--- config.mk ---
export PLATFORM = sky130hd
export DESIGN_NAME = irq_src_pq_ctl
export DESIGN_NICKNAME = d
export VERILOG_FILES = /design/src/rtl/irq_src_pq_pkg.sv /design/src/rtl/irq_first_set.sv /design/src/rtl/irq_src_bank.sv /design/src/rtl/irq_src_engine.sv /design/src/rtl/irq_src_pq_ctl.sv
export SDC_FILE = /design/constraint.sdc
export NUM_CORES = 1
export LEC_CHECK = 0
export BUFFER_PORTS_ARGS = -buffer_cell sky130_fd_sc_hd__buf_2
export CORE_MARGIN = 8
export CORE_UTILIZATION = 60
export DETAILED_ROUTE_END_ITERATION = 10
export PLACE_DENSITY = 0.77
export SLEW_MARGIN = 20
export SYNTH_ARGS = -nofsm -noshare
export SYNTH_HDL_FRONTEND = slang
export SYNTH_SLANG_ARGS = --single-unit
--- constraint.sdc ---
create_clock -name clk -period 10.35 [get_ports clk]
set_clock_uncertainty 0.05 [all_clocks]
set_input_delay 0.5175 -clock clk [delete_from_list [all_inputs] [get_ports clk]]
set_output_delay 0.5175 -clock clk [all_outputs]
set_load 0.02 [all_outputs]
--- src/rtl/irq_src_pq_pkg.sv ---
package irq_src_pq_pkg;

  typedef enum logic [1:0] {
    ENG_IDLE  = 2'd0,
    ENG_ISSUE = 2'd1,
    ENG_WAIT  = 2'd2
  } eng_state_t;

  // Trigger-state bit positions
  localparam int PQ_P = 0;
  localparam int PQ_Q = 1;

endpackage

--- src/rtl/irq_first_set.sv ---
module irq_first_set #(
  parameter int W = 16,
  localparam int IW = $clog2(W)
) (
  input  logic [W-1:0]  vec_i,
  output logic          any_o,
  output logic [IW-1:0] idx_o
);

  always_comb begin
    any_o = 1'b0;
    idx_o = '0;
    for (int i = W - 1; i >= 0; i--) begin
      if (vec_i[i]) begin
        any_o = 1'b1;
        idx_o = IW'(i);
      end
    end
  end

endmodule

--- src/rtl/irq_src_bank.sv ---
module irq_src_bank
  import irq_src_pq_pkg::*;
#(
  parameter int NUM_SRC = 16,
  parameter int PRIO_W  = 8,
  localparam int IDX_W  = $clog2(NUM_SRC)
) (
  input  logic                            clk,
  input  logic                            rst_n,
  input  logic                            trig_v_i,
  input  logic [IDX_W-1:0]                trig_src_i,
  input  logic                            trig_lvl_i,
  input  logic                            eoi_v_i,
  input  logic [IDX_W-1:0]                eoi_src_i,
  input  logic                            cfg_we_i,
  input  logic [IDX_W-1:0]                cfg_src_i,
  input  logic [PRIO_W-1:0]               cfg_prio_i,
  input  logic                            cfg_lvl_i,
  input  logic                            take_v_i,
  input  logic [IDX_W-1:0]                take_idx_i,
  input  logic                            refuse_v_i,
  input  logic [IDX_W-1:0]                refuse_idx_i,
  output logic [NUM_SRC-1:0]              pend_o,
  output logic [NUM_SRC-1:0]              resend_o,
  output logic [NUM_SRC-1:0][PRIO_W-1:0]  prio_o
);

  localparam logic [PRIO_W-1:0] MASKED = '1;

  for (genvar i = 0; i < NUM_SRC; i++) begin : g_src
    logic [1:0]        pq_q, pq_n, pq_e;
    logic              lvl_q, lvl_n;
    logic [PRIO_W-1:0] prio_q, prio_n;
    logic              rsnd_q, rsnd_n;
    logic              mpnd_q, mpnd_n;
    logic              pend_q, pend_n;
    logic              hit_t, hit_e, hit_c, hit_k, hit_r, present;

    assign hit_t = trig_v_i   && (trig_src_i   == IDX_W'(i));
    assign hit_e = eoi_v_i    && (eoi_src_i    == IDX_W'(i));
    assign hit_c = cfg_we_i   && (cfg_src_i    == IDX_W'(i));
    assign hit_k = take_v_i   && (take_idx_i   == IDX_W'(i));
    assign hit_r = refuse_v_i && (refuse_idx_i == IDX_W'(i));

    always_comb begin
      present = 1'b0;
      pq_e    = pq_q;
      // EOI first
      if (hit_e) begin
        if (!lvl_q) pq_e = pq_q >> 1;
        present = pq_e[PQ_P];
      end
      pq_n = pq_e;
      // then the trigger
      if (hit_t) begin
        if (lvl_q) begin
          present       = present | (trig_lvl_i & ~pq_e[PQ_P]);
          pq_n[PQ_P]    = trig_lvl_i;
        end else begin
          pq_n    = ((pq_e << 1) & 2'b11) | 2'b01;
          present = present | (pq_n == 2'b01);
        end
      end
      prio_n = prio_q;
      lvl_n  = lvl_q;
      mpnd_n = mpnd_q;
      if (hit_k && (prio_q == MASKED)) mpnd_n = 1'b1;
      if (hit_c) begin
        prio_n = cfg_prio_i;
        lvl_n  = cfg_lvl_i;
        if (mpnd_q && (cfg_prio_i != MASKED)) begin
          mpnd_n  = 1'b0;
          present = 1'b1;
        end
      end
      pend_n = (pend_q & ~hit_k) | present;
      rsnd_n = (rsnd_q & ~hit_k) | hit_r;
    end

    always_ff @(posedge clk or negedge rst_n) begin
      if (!rst_n) begin
        pq_q   <= '0;
        lvl_q  <= 1'b0;
        prio_q <= MASKED;
        rsnd_q <= 1'b0;
        mpnd_q <= 1'b0;
        pend_q <= 1'b0;
      end else begin
        pq_q   <= pq_n;
        lvl_q  <= lvl_n;
        prio_q <= prio_n;
        rsnd_q <= rsnd_n;
        mpnd_q <= mpnd_n;
        pend_q <= pend_n;
      end
    end

    assign pend_o[i]   = pend_q;
    assign resend_o[i] = rsnd_q;
    assign prio_o[i]   = prio_q;

    AST_MSG_QUEUE: assert property (@(posedge clk) disable iff (!rst_n)
      (hit_t && !hit_e && !lvl_q && pq_q[PQ_P]) |=> (pq_q == 2'b11));
    AST_TAKE_CLEARS: assert property (@(posedge clk) disable iff (!rst_n)
      (hit_k && !hit_r) |=> !rsnd_q);
    AST_REFUSE_MARKS: assert property (@(posedge clk) disable iff (!rst_n)
      hit_r |=> rsnd_q);
  end

endmodule

--- src/rtl/irq_src_engine.sv ---
module irq_src_engine
  import irq_src_pq_pkg::*;
#(
  parameter int NUM_SRC = 16,
  parameter int PRIO_W  = 8,
  localparam int IDX_W  = $clog2(NUM_SRC)
) (
  input  logic                            clk,
  input  logic                            rst_n,
  input  logic [NUM_SRC-1:0]              pend_i,
  input  logic [NUM_SRC-1:0]              resend_i,
  input  logic [NUM_SRC-1:0][PRIO_W-1:0]  prio_i,
  input  logic                            scan_req_i,
  output logic                            take_v_o,
  output logic [IDX_W-1:0]                take_idx_o,
  output logic                            refuse_v_o,
  output logic [IDX_W-1:0]                refuse_idx_o,
  output logic                            req_valid_o,
  input  logic                            req_ready_i,
  output logic [IDX_W-1:0]                req_src_o,
  output logic [PRIO_W-1:0]               req_prio_o,
  input  logic                            rsp_valid_i,
  input  logic                            rsp_accept_i
);

  localparam logic [PRIO_W-1:0] MASKED   = '1;
  localparam logic [IDX_W-1:0]  LAST_IDX = IDX_W'(NUM_SRC - 1);

  eng_state_t        state_q, state_n;
  logic              scan_q, scan_n;
  logic [IDX_W-1:0]  ptr_q, ptr_n;
  logic [IDX_W-1:0]  cur_src_q, cur_src_n;
  logic [PRIO_W-1:0] cur_prio_q, cur_prio_n;
  logic              pend_any;
  logic [IDX_W-1:0]  pend_idx;

  irq_first_set #(.W(NUM_SRC)) u_pick (
    .vec_i (pend_i),
    .any_o (pend_any),
    .idx_o (pend_idx)
  );

  always_comb begin
    state_n    = state_q;
    scan_n     = scan_q;
    ptr_n      = ptr_q;
    cur_src_n  = cur_src_q;
    cur_prio_n = cur_prio_q;
    take_v_o   = 1'b0;
    take_idx_o = pend_idx;
    refuse_v_o = 1'b0;
    unique case (state_q)
      ENG_IDLE: begin
        if (pend_any) begin
          take_v_o = 1'b1;
        end else if (scan_q) begin
          ptr_n      = ptr_q + 1'b1;
          if (ptr_q == LAST_IDX) scan_n = 1'b0;
          take_idx_o = ptr_q;
          take_v_o   = resend_i[ptr_q];
        end
        if (take_v_o && (prio_i[take_idx_o] != MASKED)) begin
          cur_src_n  = take_idx_o;
          cur_prio_n = prio_i[take_idx_o];
          state_n    = ENG_ISSUE;
        end
      end
      ENG_ISSUE: if (req_ready_i) state_n = ENG_WAIT;
      ENG_WAIT: begin
        if (rsp_valid_i) begin
          refuse_v_o = !rsp_accept_i;
          state_n    = ENG_IDLE;
        end
      end
      default: state_n = ENG_IDLE;
    endcase
    if (scan_req_i) begin
      scan_n = 1'b1;
      ptr_n  = '0;
    end
  end

  always_ff @(posedge clk or negedge rst_n) begin
    if (!rst_n) begin
      state_q    <= ENG_IDLE;
      scan_q     <= 1'b0;
      ptr_q      <= '0;
      cur_src_q  <= '0;
      cur_prio_q <= '0;
    end else begin
      state_q    <= state_n;
      scan_q     <= scan_n;
      ptr_q      <= ptr_n;
      cur_src_q  <= cur_src_n;
      cur_prio_q <= cur_prio_n;
    end
  end

  assign req_valid_o  = (state_q == ENG_ISSUE);
  assign req_src_o    = cur_src_q;
  assign req_prio_o   = cur_prio_q;
  assign refuse_idx_o = cur_src_q;

  AST_REQ_HOLD: assert property (@(posedge clk) disable iff (!rst_n)
    (req_valid_o && !req_ready_i) |=> (req_valid_o && $stable(req_src_o) && $stable(req_prio_o)));
  AST_NO_MASKED_REQ: assert property (@(posedge clk) disable iff (!rst_n)
    req_valid_o |-> (req_prio_o != MASKED));
  AST_ONE_OUTSTANDING: assert property (@(posedge clk) disable iff (!rst_n)
    (req_valid_o && req_ready_i) |=> !req_valid_o);

endmodule

--- src/rtl/irq_src_pq_ctl.sv ---
module irq_src_pq_ctl #(
  parameter int NUM_SRC = 16,
  parameter int PRIO_W  = 8,
  localparam int IDX_W  = $clog2(NUM_SRC)
) (
  input  logic              clk,
  input  logic              rst_n,
  input  logic              trig_valid,
  input  logic [IDX_W-1:0]  trig_src,
  input  logic              trig_level,
  input  logic              eoi_valid,
  input  logic [IDX_W-1:0]  eoi_src,
  input  logic              cfg_we,
  input  logic [IDX_W-1:0]  cfg_src,
  input  logic [PRIO_W-1:0] cfg_prio,
  input  logic              cfg_level_type,
  input  logic              scan_req,
  output logic              req_valid,
  input  logic              req_ready,
  output logic [IDX_W-1:0]  req_src,
  output logic [PRIO_W-1:0] req_prio,
  input  logic              rsp_valid,
  input  logic              rsp_accept
);

  logic [1:0] rst_sync_q;
  logic       rst_s_n;

  // Asynchronous assertion, synchronous release
  always_ff @(posedge clk or negedge rst_n) begin
    if (!rst_n) rst_sync_q <= 2'b00;
    else        rst_sync_q <= {rst_sync_q[0], 1'b1};
  end
  assign rst_s_n = rst_sync_q[1];

  logic [NUM_SRC-1:0]             pend, resend;
  logic [NUM_SRC-1:0][PRIO_W-1:0] prio;
  logic                           take_v, refuse_v;
  logic [IDX_W-1:0]               take_idx, refuse_idx;

  irq_src_bank #(.NUM_SRC(NUM_SRC), .PRIO_W(PRIO_W)) u_bank (
    .clk          (clk),
    .rst_n        (rst_s_n),
    .trig_v_i     (trig_valid),
    .trig_src_i   (trig_src),
    .trig_lvl_i   (trig_level),
    .eoi_v_i      (eoi_valid),
    .eoi_src_i    (eoi_src),
    .cfg_we_i     (cfg_we),
    .cfg_src_i    (cfg_src),
    .cfg_prio_i   (cfg_prio),
    .cfg_lvl_i    (cfg_level_type),
    .take_v_i     (take_v),
    .take_idx_i   (take_idx),
    .refuse_v_i   (refuse_v),
    .refuse_idx_i (refuse_idx),
    .pend_o       (pend),
    .resend_o     (resend),
    .prio_o       (prio)
  );

  irq_src_engine #(.NUM_SRC(NUM_SRC), .PRIO_W(PRIO_W)) u_eng (
    .clk          (clk),
    .rst_n        (rst_s_n),
    .pend_i       (pend),
    .resend_i     (resend),
    .prio_i       (prio),
    .scan_req_i   (scan_req),
    .take_v_o     (take_v),
    .take_idx_o   (take_idx),
    .refuse_v_o   (refuse_v),
    .refuse_idx_o (refuse_idx),
    .req_valid_o  (req_valid),
    .req_ready_i  (req_ready),
    .req_src_o    (req_src),
    .req_prio_o   (req_prio),
    .rsp_valid_i  (rsp_valid),
    .rsp_accept_i (rsp_accept)
  );

  AST_RESET_QUIET: assert property (@(posedge clk) disable iff (!rst_n)
    !rst_s_n |-> !req_valid);

endmodule

* Yosys cells after proc, flatten, opt, wreduce, memory -nomap -nowiden
Cells that the tools add are included.
** Storage, ports and cells
- Flip-flop bits (word level) :: 245
- Output and inout port bits :: 13
- Logic and storage cells :: 742
** Cells by class
- Add/sub/neg operators :: 1
- Magnitude comparators :: 2
- Eq/ne operators :: 100
- Mux-type cells :: 267
- Bitwise gates (word level) :: 144
- Reductions and logical operators :: 126
** Operator list (number)
- 2-to-1 mux 1 bit :: 188
- == test 4 bit (second input constant) :: 41
- == test 8 bit (second input constant) :: 16
- logical AND 1 bit :: 113
- 2-to-1 mux 2 bit :: 51
- 2-to-1 mux 4 bit :: 24
- == test 4 x 3 -> 1 bit (second input constant) :: 20
- bitwise OR 1 bit :: 64
- bitwise AND 1 bit :: 48
- == test 4 x 2 -> 1 bit (second input constant) :: 10
- binary-select mux 8 bit (select 4 bit) :: 1
- inverter 1 bit :: 32
- == test 4 x 1 -> 1 bit (second input constant) :: 5
- zero test 4 bit :: 5
- != test 8 bit (second input constant) :: 2
- less-than comparator 4 x 5 -> 1 bit (second input constant) :: 2
- 2-to-1 mux 8 bit :: 1
- one-hot mux 2 bit (3 select lines) :: 1
- AND reduction 3 bit :: 2
- adder 4 x 1 -> 4 bit (second input constant) :: 1
- binary-select mux 1 bit (select 4 bit) :: 1
- != test 2 x 1 -> 1 bit (second input constant) :: 2
- != test 2 bit (second input constant) :: 2
- AND reduction 2 bit :: 2
- other kinds (5) :: 6

* Depth between registers and ports, before layout
Gate-level depths: netlist of run 1.
- Word-level depth :: 26
- Gate-level depth with buffers :: 15

* Hierarchy
A second synthesis of run 1 with hierarchy kept.
** Second synthesis, totals
- Cells, all modules :: 1228
- Area total of the unflattened synthesis :: 13464.2 um2
** By module, submodules not included
- irq_src_bank :: instances 1, cells an instance 901, area each 10720.3 um2, sequential area each 5765.5 um2
- irq_src_engine :: instances 1, cells an instance 291, area each 2511.2 um2, sequential area each 475.5 um2
- irq_first_set :: instances 1, cells an instance 33, area each 178.9 um2, sequential area each 0.0 um2
- irq_src_pq_ctl :: instances 1, cells an instance 3, area each 53.8 um2, sequential area each 50.0 um2

* Worst setup path after synthesis of run 1
No wires, ideal clock.
- Path type :: reg-to-reg
- From :: register u_bank.g_src[3].pend_q
- To :: register u_eng.cur_prio_q[0] (netlist: u_eng.req_prio_o[0])
- Data arrival time :: 3.219 ns
- Required time :: 10.181 ns
- Slack :: 6.962 ns
- Stages on the path, launching flop included :: 15
- Buffers on the path :: 3
- Clock period less this slack :: 3.388 ns
- Path through :: dfrtp_1 -> or4_4 -> nor4b_4 -> nand3_2 -> nand2_4 -> buf_4 -> buf_4 -> nand2_1 -> nand3_1 -> nand4_1 -> and3_1 -> nor4_2 -> a41oi_1 -> buf_4 -> o21a_1
** On the way
- Cells in the longest elaborated chain, start to end :: 12
** Ends and longest elaborated chain
- start: declaration :: line irq_src_bank.sv:36 : logic pend_q, pend_n;
- start signal: assignment :: line irq_src_bank.sv:94 : pend_q <= pend_n;
- 2-to-1 mux 4 bit (4 in series) :: line irq_first_set.sv:14 : if (vec_i[i]) begin
- 2-to-1 mux 4 bit :: line irq_src_engine.sv:56 : end else if (scan_q) begin
- 2-to-1 mux 4 bit :: line irq_src_engine.sv:54 : if (pend_any) begin
- 2-to-1 mux 4 bit :: line irq_src_engine.sv:52 : unique case (state_q)
- binary-select mux 8 bit (select 4 bit) :: line irq_src_engine.sv:62, irq_src_engine.sv:64
- 2-to-1 mux 8 bit (not written as such) :: line irq_src_engine.sv:62, irq_src_engine.sv:64
- != test 8 bit :: line irq_src_engine.sv:62 : if (take_v_o && (prio_i[take_idx_o] != MASKED)) begin
- logical AND 1 bit :: line irq_src_engine.sv:62
- AND reduction 2 bit (no line)
- end signal: assignment :: line irq_src_engine.sv:95 : cur_prio_q <= cur_prio_n;
- end: declaration :: line irq_src_engine.sv:33 : logic [PRIO_W-1:0] cur_prio_q, cur_prio_n;
Several ways; a longest one is shown, not always the timed one. The select of a mux whose other input is x is not followed.
A chain may end at the register's enable or synchronous reset.

* Worst setup path in the final report of run 1
- From :: register u_bank.g_src[15].pend_q
- To :: register u_eng.cur_src_q[1] (netlist: u_eng.refuse_idx_o[1])
** On the way
- Cells in the longest elaborated chain, start to end :: 24
** Ends and longest elaborated chain
- start: declaration :: line irq_src_bank.sv:36
- start signal: assignment :: line irq_src_bank.sv:94
- 2-to-1 mux 4 bit (16 in series) :: line irq_first_set.sv:14
- 2-to-1 mux 4 bit :: line irq_src_engine.sv:56
- 2-to-1 mux 4 bit :: line irq_src_engine.sv:54
- 2-to-1 mux 4 bit :: line irq_src_engine.sv:52
- binary-select mux 8 bit (select 4 bit) :: line irq_src_engine.sv:62
- 2-to-1 mux 8 bit (not written as such) :: line irq_src_engine.sv:62
- != test 8 bit :: line irq_src_engine.sv:62
- logical AND 1 bit :: line irq_src_engine.sv:62
- AND reduction 2 bit (no line)
- end signal: assignment :: line irq_src_engine.sv:94 : cur_src_q <= cur_src_n;
- end: declaration :: line irq_src_engine.sv:32 : logic [IDX_W-1:0] cur_src_q, cur_src_n;
Several ways; a longest one is shown, not always the timed one. The select of a mux whose other input is x is not followed.

==> flow_summary_export.csv, run 1 <==
group,metric,value,unit
route,routedWlPerCell,23.4,microns
setup_path,path_cells,"nor4_1, nor4b_4, nand3_1, nand2_1, buf_4, o311ai_0, a21oi_1, a2111oi_2, nor4_2, a41oi_1, buf_4, mux2i_1",
route,via_count,10800,
place,place.gp.congestion,0.972,
cts,post_cts.resized_instances,0,
setup_path,cp_common_cell,"buf_4",
cts,clk_path_buf_depth,3,
floorplan,coreArea,21000,sq um
setup_path,cp_num_buf_inv,2,
route,ant_nets,0,
cts,insertion_delay,530,ps
synthesis,ys.flop_type,"dfstp_2",
run,maxCapViolCount,0,
place,place.port_buffers,43,
global_route,grt.total_usage,28.9,%
setup_path,crit_family,"simple AND/OR/NAND/NOR gates",
setup_path,start_kind,"flip-flop",
layout,final_nets,1356,
route,drc,0,
layout,multi_input_area,6160,sq um
setup_path,crit_fanout,20,
floorplan,io_pins,44,
sta,rsz0062_at_grt,"false",
min_path,hold_path.startpoint,"scan_req",
cts,clockRootBuffer,"clkbuf_16",
layout,drive_gt1_share,26.1,%
floorplan,initial_core_util,61.0,%
synthesis,avgSynthCellArea,9.83,sq um
synthesis,async_flop_share,100,%
global_route,grt_pass1_vias,10400,
synthesis,synth_nets,1338,
min_path,worstHoldPathType,"input port to flip-flop",
cts,postCtsSetupRepairBufs,0,
synthesis,yosysSeqAreaShare,49.0,%
sta,finalHoldViolations,0,
synthesis,syn-cell-area,12800,sq um
setup_path,r2r-end,"u_eng.refuse_idx_o[1]",
pwr,cellPowerDensity,258,nW/um^2
synthesis,yosysTopAreaCell,"dfstp_2",
synthesis,synth-edff-count,0,
synthesis,yosysMostFrequentCell,"nand2_1",
sta,tightestPinTransition,1090,ps
pwr,power.leakage,5.72,nW
setup_path,worstPathArrival,5240,ps
layout,syn_to_final_growth,9.78,%
floorplan,die_area,26300,sq um
synthesis,synthTopCellsByCount,"245 x nand2_1, 128 x dfstp_2, 117 x dfrtp_1",
synthesis,synth_seq_cells,245,
synthesis,synth_cells,1306,
setup_path,r2r_start,"u_bank.g_src[15].pend_q",
layout,seq_area,6290,sq um
setup_path,critPathSlowestCell,"nand2_1",
pwr,ir_drop,0.168,mV
synthesis,yosysWarnings,0,
route,initialDrtViolationCount,1319,
layout,nFillCells,1625,
cts,htreeDepth,1,
sta,min_period_over_period,47.6,%
global_route,grt-ovfl-total,0,
route,totalWireLength,38000,microns
synthesis,synth_top_area_share,26.2,%
floorplan,die-width,162,microns
floorplan,rows,53,
min_path,holdPathStages,2,
setup_path,cp.required,10660,ps
global_route,antenna_found_initial,2,
pwr,total_power,3.63,mW
synthesis,yosys-top-cells-area,"dfstp_2 26%, dfrtp_1 23%, mux2_2 9.7%",
cts,cts_buffers,27,
setup_path,slowest_delay,740,ps
route,viasPerCell,6.65,
cts,clock-sinks,245,
sta,fmax,0.203,GHz
run_status,status,"complete, no violations",
sta,setup_viol,0,
setup_path,cp-startpoint,"u_bank.g_src[15].pend_q",
cts,clk_pin_slew_worst_paths,60,ps
route,firstDrtPassIters,6,
min_path,min_to,"u_eng.ptr_q[0]",
synthesis,synth_cell_types,67,
sta,maxSlewHeadroom,27.1,%
global_route,grt_max_degree,199,
cts,cts_tree,"built",
sta,fin_crit,4930,ps
sta,fin_tns_setup,0,ps
floorplan,die_height,162,microns
sta,slew_viol_final,0,
setup_path,rr_worst_depth,12,
setup_path,worstSetupPathType,"flip-flop to flip-flop",
place,dpl.hpwl,26700,microns
setup_path,ff2ff_setup_slack,5420,ps
global_route,grt_pass1_wl,59700,microns
setup_path,critical_path.endpoint_type,"flip-flop",
stage by stage:
stage	util, %	hold WS (ps)	instances	setup slack (ps)	instance area (sq um)
after global placement	62.7	253	1568	5800	13200
after CTS	66.9	173	1618	5550	14100
after floorplan	-	172	1306	3190	12800
final	67.0	191	1621	5420	14100
after global routing	67.0	195	1621	5130	14100
after detailed placement	62.7	256	1568	5630	13200
worst register-to-register path: stages (launching register included):
cell and delay (ps):
dfrtp_1 410, nor4_1 730, nor4b_4 500, nand3_1 310, nand2_1 740, buf_4 390
o311ai_0 220, a21oi_1 240, a2111oi_2 110, nor4_2 500, a41oi_1 180, buf_4 240
mux2i_1 140
placed cells by master, fill, tap and decap left out, drive strengths merged, types with 8 or more instances in the layout:
cell / Yosys / routed
nand2: 246 / 246
mux2: 111 / 111
nor2b: 9 / 9
a31oi: 8 / 8
o31ai: 18 / 18
nand3: 43 / 43
dfrtp: 117 / 117
o41ai: 16 / 16
a211oi: 9 / 9
a21oi: 76 / 76
nor3b: 33 / 33
inv: 29 / 31
buf: 14 / 50
mux2i: 51 / 51
nand2b: 13 / 13
and3: 14 / 14
clkinv: 0 / 9
a221o: 12 / 12
nor2: 94 / 94
clkbuf: 48 / 35
nand4: 42 / 42
nor3: 10 / 10
o21ai: 72 / 72
dfstp: 128 / 128
worst max-delay path by stage:
| stage | end | slack, ps | cells after the start |
|---|---|---|---|
| after floorplan | u_bank.g_src[0].lvl_q | 3190 | 0 |
| after global placement | u_eng.req_prio_o[0] | 5800 | 12 |
| after detailed placement | u_eng.req_prio_o[0] | 5630 | 12 |
| after CTS | u_eng.refuse_idx_o[1] | 5550 | 12 |
| after global routing | u_eng.refuse_idx_o[3] | 5130 | 12 |
| final | u_eng.refuse_idx_o[1] | 5420 | 12 |
power breakdown:
| part | internal (mW) | switching (mW) |
|---|---|---|
| Combinational | 0.455 | 0.693 |
| Clock | 0.539 | 0.396 |
| Sequential | 1.29 | 0.257 |
| Total | 2.29 | 1.35 |
final cells by class:
type                       instances  area share, %
multi-input combinational        970           43.7
sequential                       245           44.7
tap                              275           2.44
clock inverter                    14          0.755
antenna                            2         0.0355
timing repair buffer              51           2.20
clock buffer                      35           5.36
inverter                          29          0.773
repair_timing:
item,in CTS,in global routing
hold buffers,1,0
endpoints found under the setup margin,0,0
hold endpoints to repair,2,0
sequential cells by signal, indices dropped and copies added (netlist names):
name                 count
rst_sync_q               2
u_bank.g_src.lvl_q      16
u_bank.g_src.mpnd_q     16
u_bank.g_src.pend_q     16
u_bank.g_src.pq_q       32
u_bank.g_src.prio_q    128
u_bank.g_src.rsnd_q     16
u_eng.ptr_q              4
u_eng.refuse_idx_o       4
u_eng.req_prio_o         8
u_eng.scan_q             1
u_eng.state_q            2
cell families (layout without fill, tap and decap cells):
kind of cell    after synthesis  count (layout)  synth area share (%)
fa+ha+maj                     1               1                0.0975
compound gates              259             259                  13.1
other cells                   1               3                0.0292
simple gates                539             539                  20.0
buf+inv                      91             129                  2.97
mux                         167             167                  14.6
xor+xnor                      3               3                 0.205
flops                       245             245                  49.0
per-layer routing:
layer	track usage [%]	share of wire, %	routed length, microns	vias to the layer above
met4	11.3	3.9	1480	0
met1	39.8	42	15800	5369
li1	-	-	-	4762
met3	4.96	8.6	3250	101
met5	0	0	0	-
met2	44.6	46	17500	553
Power figures use the tool's default switching activity.
==> inputs of run 2 (changes only) <==
ABC_AREA = 1   (was not set)
CORE_UTILIZATION = 56   (was 60)
PLACE_DENSITY = 0.76   (was 0.77)
clock period = 4.2 ns   (was 10.35 ns; I/O delays follow)
==> run 2 against run 1 <==
  * Via count up 8.6%
  * Wire length up 0.64%
  * Critical path depth up 6
  * Global-route usage down 1.9 points
  * Sequential cell count is the same
  * Final area fell by 0.46%
  * Register-to-register slack worse by 5000 ps
  * Clock power grew to 2.5 times the previous value
  * Sequential share of layout area rose by 0.21 points
  * Die area increased by 4.2%
  * Clock-buffer cell count rose by 4
  * First-iteration DRC count up 17%
  * Critical path type unchanged
  * Highest routed layer unchanged
==> flow_summary_export.csv, run 2 <==
group,metric,value,unit
setup_path,cp.required,4560,ps
floorplan,coreArea,21900,sq um
synthesis,yosysSeqAreaShare,50.2,%
setup_path,rr_worst_depth,18,
sta,finalHoldViolations,0,
layout,antenna_cells,0,
layout,final_cell_mix,"330 x nand2_1, 208 x nand3_1, 201 x o21ai_0",
route,routedWlPerCell,19.7,microns
place,dpl.hpwl,27200,microns
route,viasPerCell,6.04,
sta,min_period_over_period,90.6,%
floorplan,die_area,27400,sq um
pwr,cellPowerDensity,651,nW/um^2
sta,fin_tns_setup,0,ps
route,drc,0,
setup_path,slowest_delay,530,ps
cts,cts_tree,"built",
floorplan,die_height,166,microns
run_status,status,"complete, no violations",
place,place.gp.congestion,0.965,
global_route,grt_max_degree,100,
setup_path,crit_fanout,32,
synthesis,synth_cell_types,45,
route,totalWireLength,38200,microns
place,place.port_buffers,43,
synthesis,synth_nets,1635,
setup_path,critPathSlowestCell,"nor4_1",
global_route,grt_pass1_wl,60600,microns
setup_path,cp_common_cell,"nand2_1",
sta,tightestPinTransition,858,ps
layout,largest_reg_flops,128,
synthesis,synthTopCellsByCount,"332 x nand2_1, 208 x nand3_1, 201 x o21ai_0",
cts,htreeDepth,1,
min_path,worstHoldPathType,"input port to flip-flop",
floorplan,initial_core_util,57.3,%
pwr,total_power,9.13,mW
layout,stdcell_count,1941,
place,dp_cells,1880,
layout,top_regs,"u_bank.g_src.prio_q (128), u_bank.g_src.pq_q (32)",
sta,slew_viol_final,0,
floorplan,io_pins,44,
layout,syn_to_final_growth,11.8,%
layout,top_register,"u_bank.g_src.prio_q",
global_route,grt_pass1_vias,11100,
synthesis,avgSynthCellArea,7.82,sq um
synthesis,yosysTopAreaCell,"dfstp_2",
sta,setup_viol,0,
layout,drive_gt1_share,15.2,%
pwr,power.leakage,6.26,nW
cts,clk_path_buf_depth,3,
layout,mostFrequentLayoutCell,"nand2_1",
sta,rsz0062_at_grt,"false",
synthesis,synth_top_area_share,26.8,%
setup_path,start_kind,"flip-flop",
cts,cts_buffers,27,
synthesis,yosys-top-cells-area,"dfstp_2 27%, dfrtp_1 23%, nand2_1 9.9%",
global_route,antenna_found_initial,0,
synthesis,async_flop_share,100,%
route,via_count,11700,
layout,final_nets,1674,
route,initialDrtViolationCount,1539,
cts,clk_pin_slew_worst_paths,60,ps
sta,fin_crit,3810,ps
route,firstDrtPassIters,9,
cts,clock-sinks,245,
min_path,holdPathStages,3,
synthesis,syn-cell-area,12500,sq um
pwr,ir_drop,0.550,mV
sta,fin_hold_ws,77.2,ps
floorplan,die-width,166,microns
synthesis,synth_cells,1603,
run,maxCapViolCount,0,
setup_path,worstPathArrival,4160,ps
sta,fmax,0.263,GHz
synthesis,yosysWarnings,0,
cts,clockRootBuffer,"clkbuf_16",
setup_path,worstSetupPathType,"flip-flop to flip-flop",
route,ant_nets,0,
global_route,grt-ovfl-total,0,
layout,final_core_utilization,64.1,%
setup_path,critical_path.endpoint_type,"flip-flop",
synthesis,yosysMostFrequentCell,"nand2_1",
synthesis,synth_seq_cells,245,
synthesis,ys.flop_type,"dfstp_2",
layout,nFillCells,1869,
cts,insertion_delay,550,ps
sta,maxSlewHeadroom,42.8,%
cts,postCtsSetupRepairBufs,0,
floorplan,rows,54,
setup_path,path_cells,"nor4_1, nand2_1, inv_2, nand2_2, nor2_8, inv_2, o21ai_4, inv_2, nand3_1, nand3_1, nand3_1, nand2_1, inv_1, nand2_1, nor2_1, nand2_1, nand2_2, o21ai_1",
global_route,grt.total_usage,27.0,%
synthesis,synth-edff-count,0,
## run 2: path summary, 6_finish.rpt
kind | start | end | slack [ps]
worst max-delay path | u_bank.g_src[11].pend_q | u_eng.state_q[0] | 390
worst min-delay path | cfg_prio[0] | u_bank.g_src[9].prio_q[0] | 80
worst max register to register | u_bank.g_src[11].pend_q | u_eng.state_q[0] | 390
worst min register to register | rst_sync_q[0] | rst_sync_q[1] | 300
max in group asynchronous | rst_sync_q[1] | u_bank.g_src[13].prio_q[2] | 2660
min in group asynchronous | rst_sync_q[1] | u_bank.g_src[5].lvl_q | 370
## run 2: cell type report
type | instances | area, sq um | area share (%)
clock buffer | 39 | 805 | 5.74
inverter | 204 | 766 | 5.46
sequential | 245 | 6290 | 44.9
timing repair buffer | 75 | 526 | 3.75
tap | 280 | 350 | 2.50
clock inverter | 9 | 80.1 | 0.571
multi-input combinational | 1089 | 5200 | 37.1
## run 2: through the flow
step                      setup WS (ps)  cell area, sq um
final                               393             14000
after global routing               85.3             14000
after CTS                           434             14000
after detailed placement            448             13000
after global placement              424             13000
after floorplan                     248             12500
## run 2: cells by family (layout without fill, tap and decap cells)
| kind of cell | Yosys count | count (layout) | synth area share, % |
|---|---|---|---|
| simple gates | 747 | 747 | 25.9 |
| compound gates | 335 | 335 | 15.0 |
| buf+inv | 269 | 327 | 8.43 |
| flops | 245 | 245 | 50.2 |
| mux | 5 | 5 | 0.399 |
| fa+ha+maj | 1 | 1 | 0.0998 |
| other cells | 1 | 1 | 0.0299 |
## run 2: critical path, delay by kind of cell, from the launching register on
family	cells	cell delay, ps
and+or+nand+nor	12	2120
buffers and inverters	4	610
AOI/OAI and AO/OA	2	490
DFF	1	400
## run 2: per-layer routing
metal | vias up | global-route usage [%] | part of all wire (%)
met3 | 113 | 6.58 | 10
li1 | 5400 | - | -
met1 | 5585 | 37.7 | 43
met2 | 616 | 39.7 | 43
met5 | - | 0 | 0
met4 | 0 | 10.3 | 4.0
## run 2: power by group
group / leakage (nW) / total [mW] / internal (mW) / switching (mW)
logic: 3.09 / 3.19 / 0.967 / 2.22
clock network: 0.436 / 2.37 / 1.39 / 0.981
registers: 2.73 / 3.57 / 3.14 / 0.424
total: 6.26 / 9.13 / 5.50 / 3.63
## run 2: repair_timing
item	CTS	global route
hold buffers	13	0
setup endpoints to repair	0	13
gates resized for setup	0	1
endpoints found under the hold margin	37	0
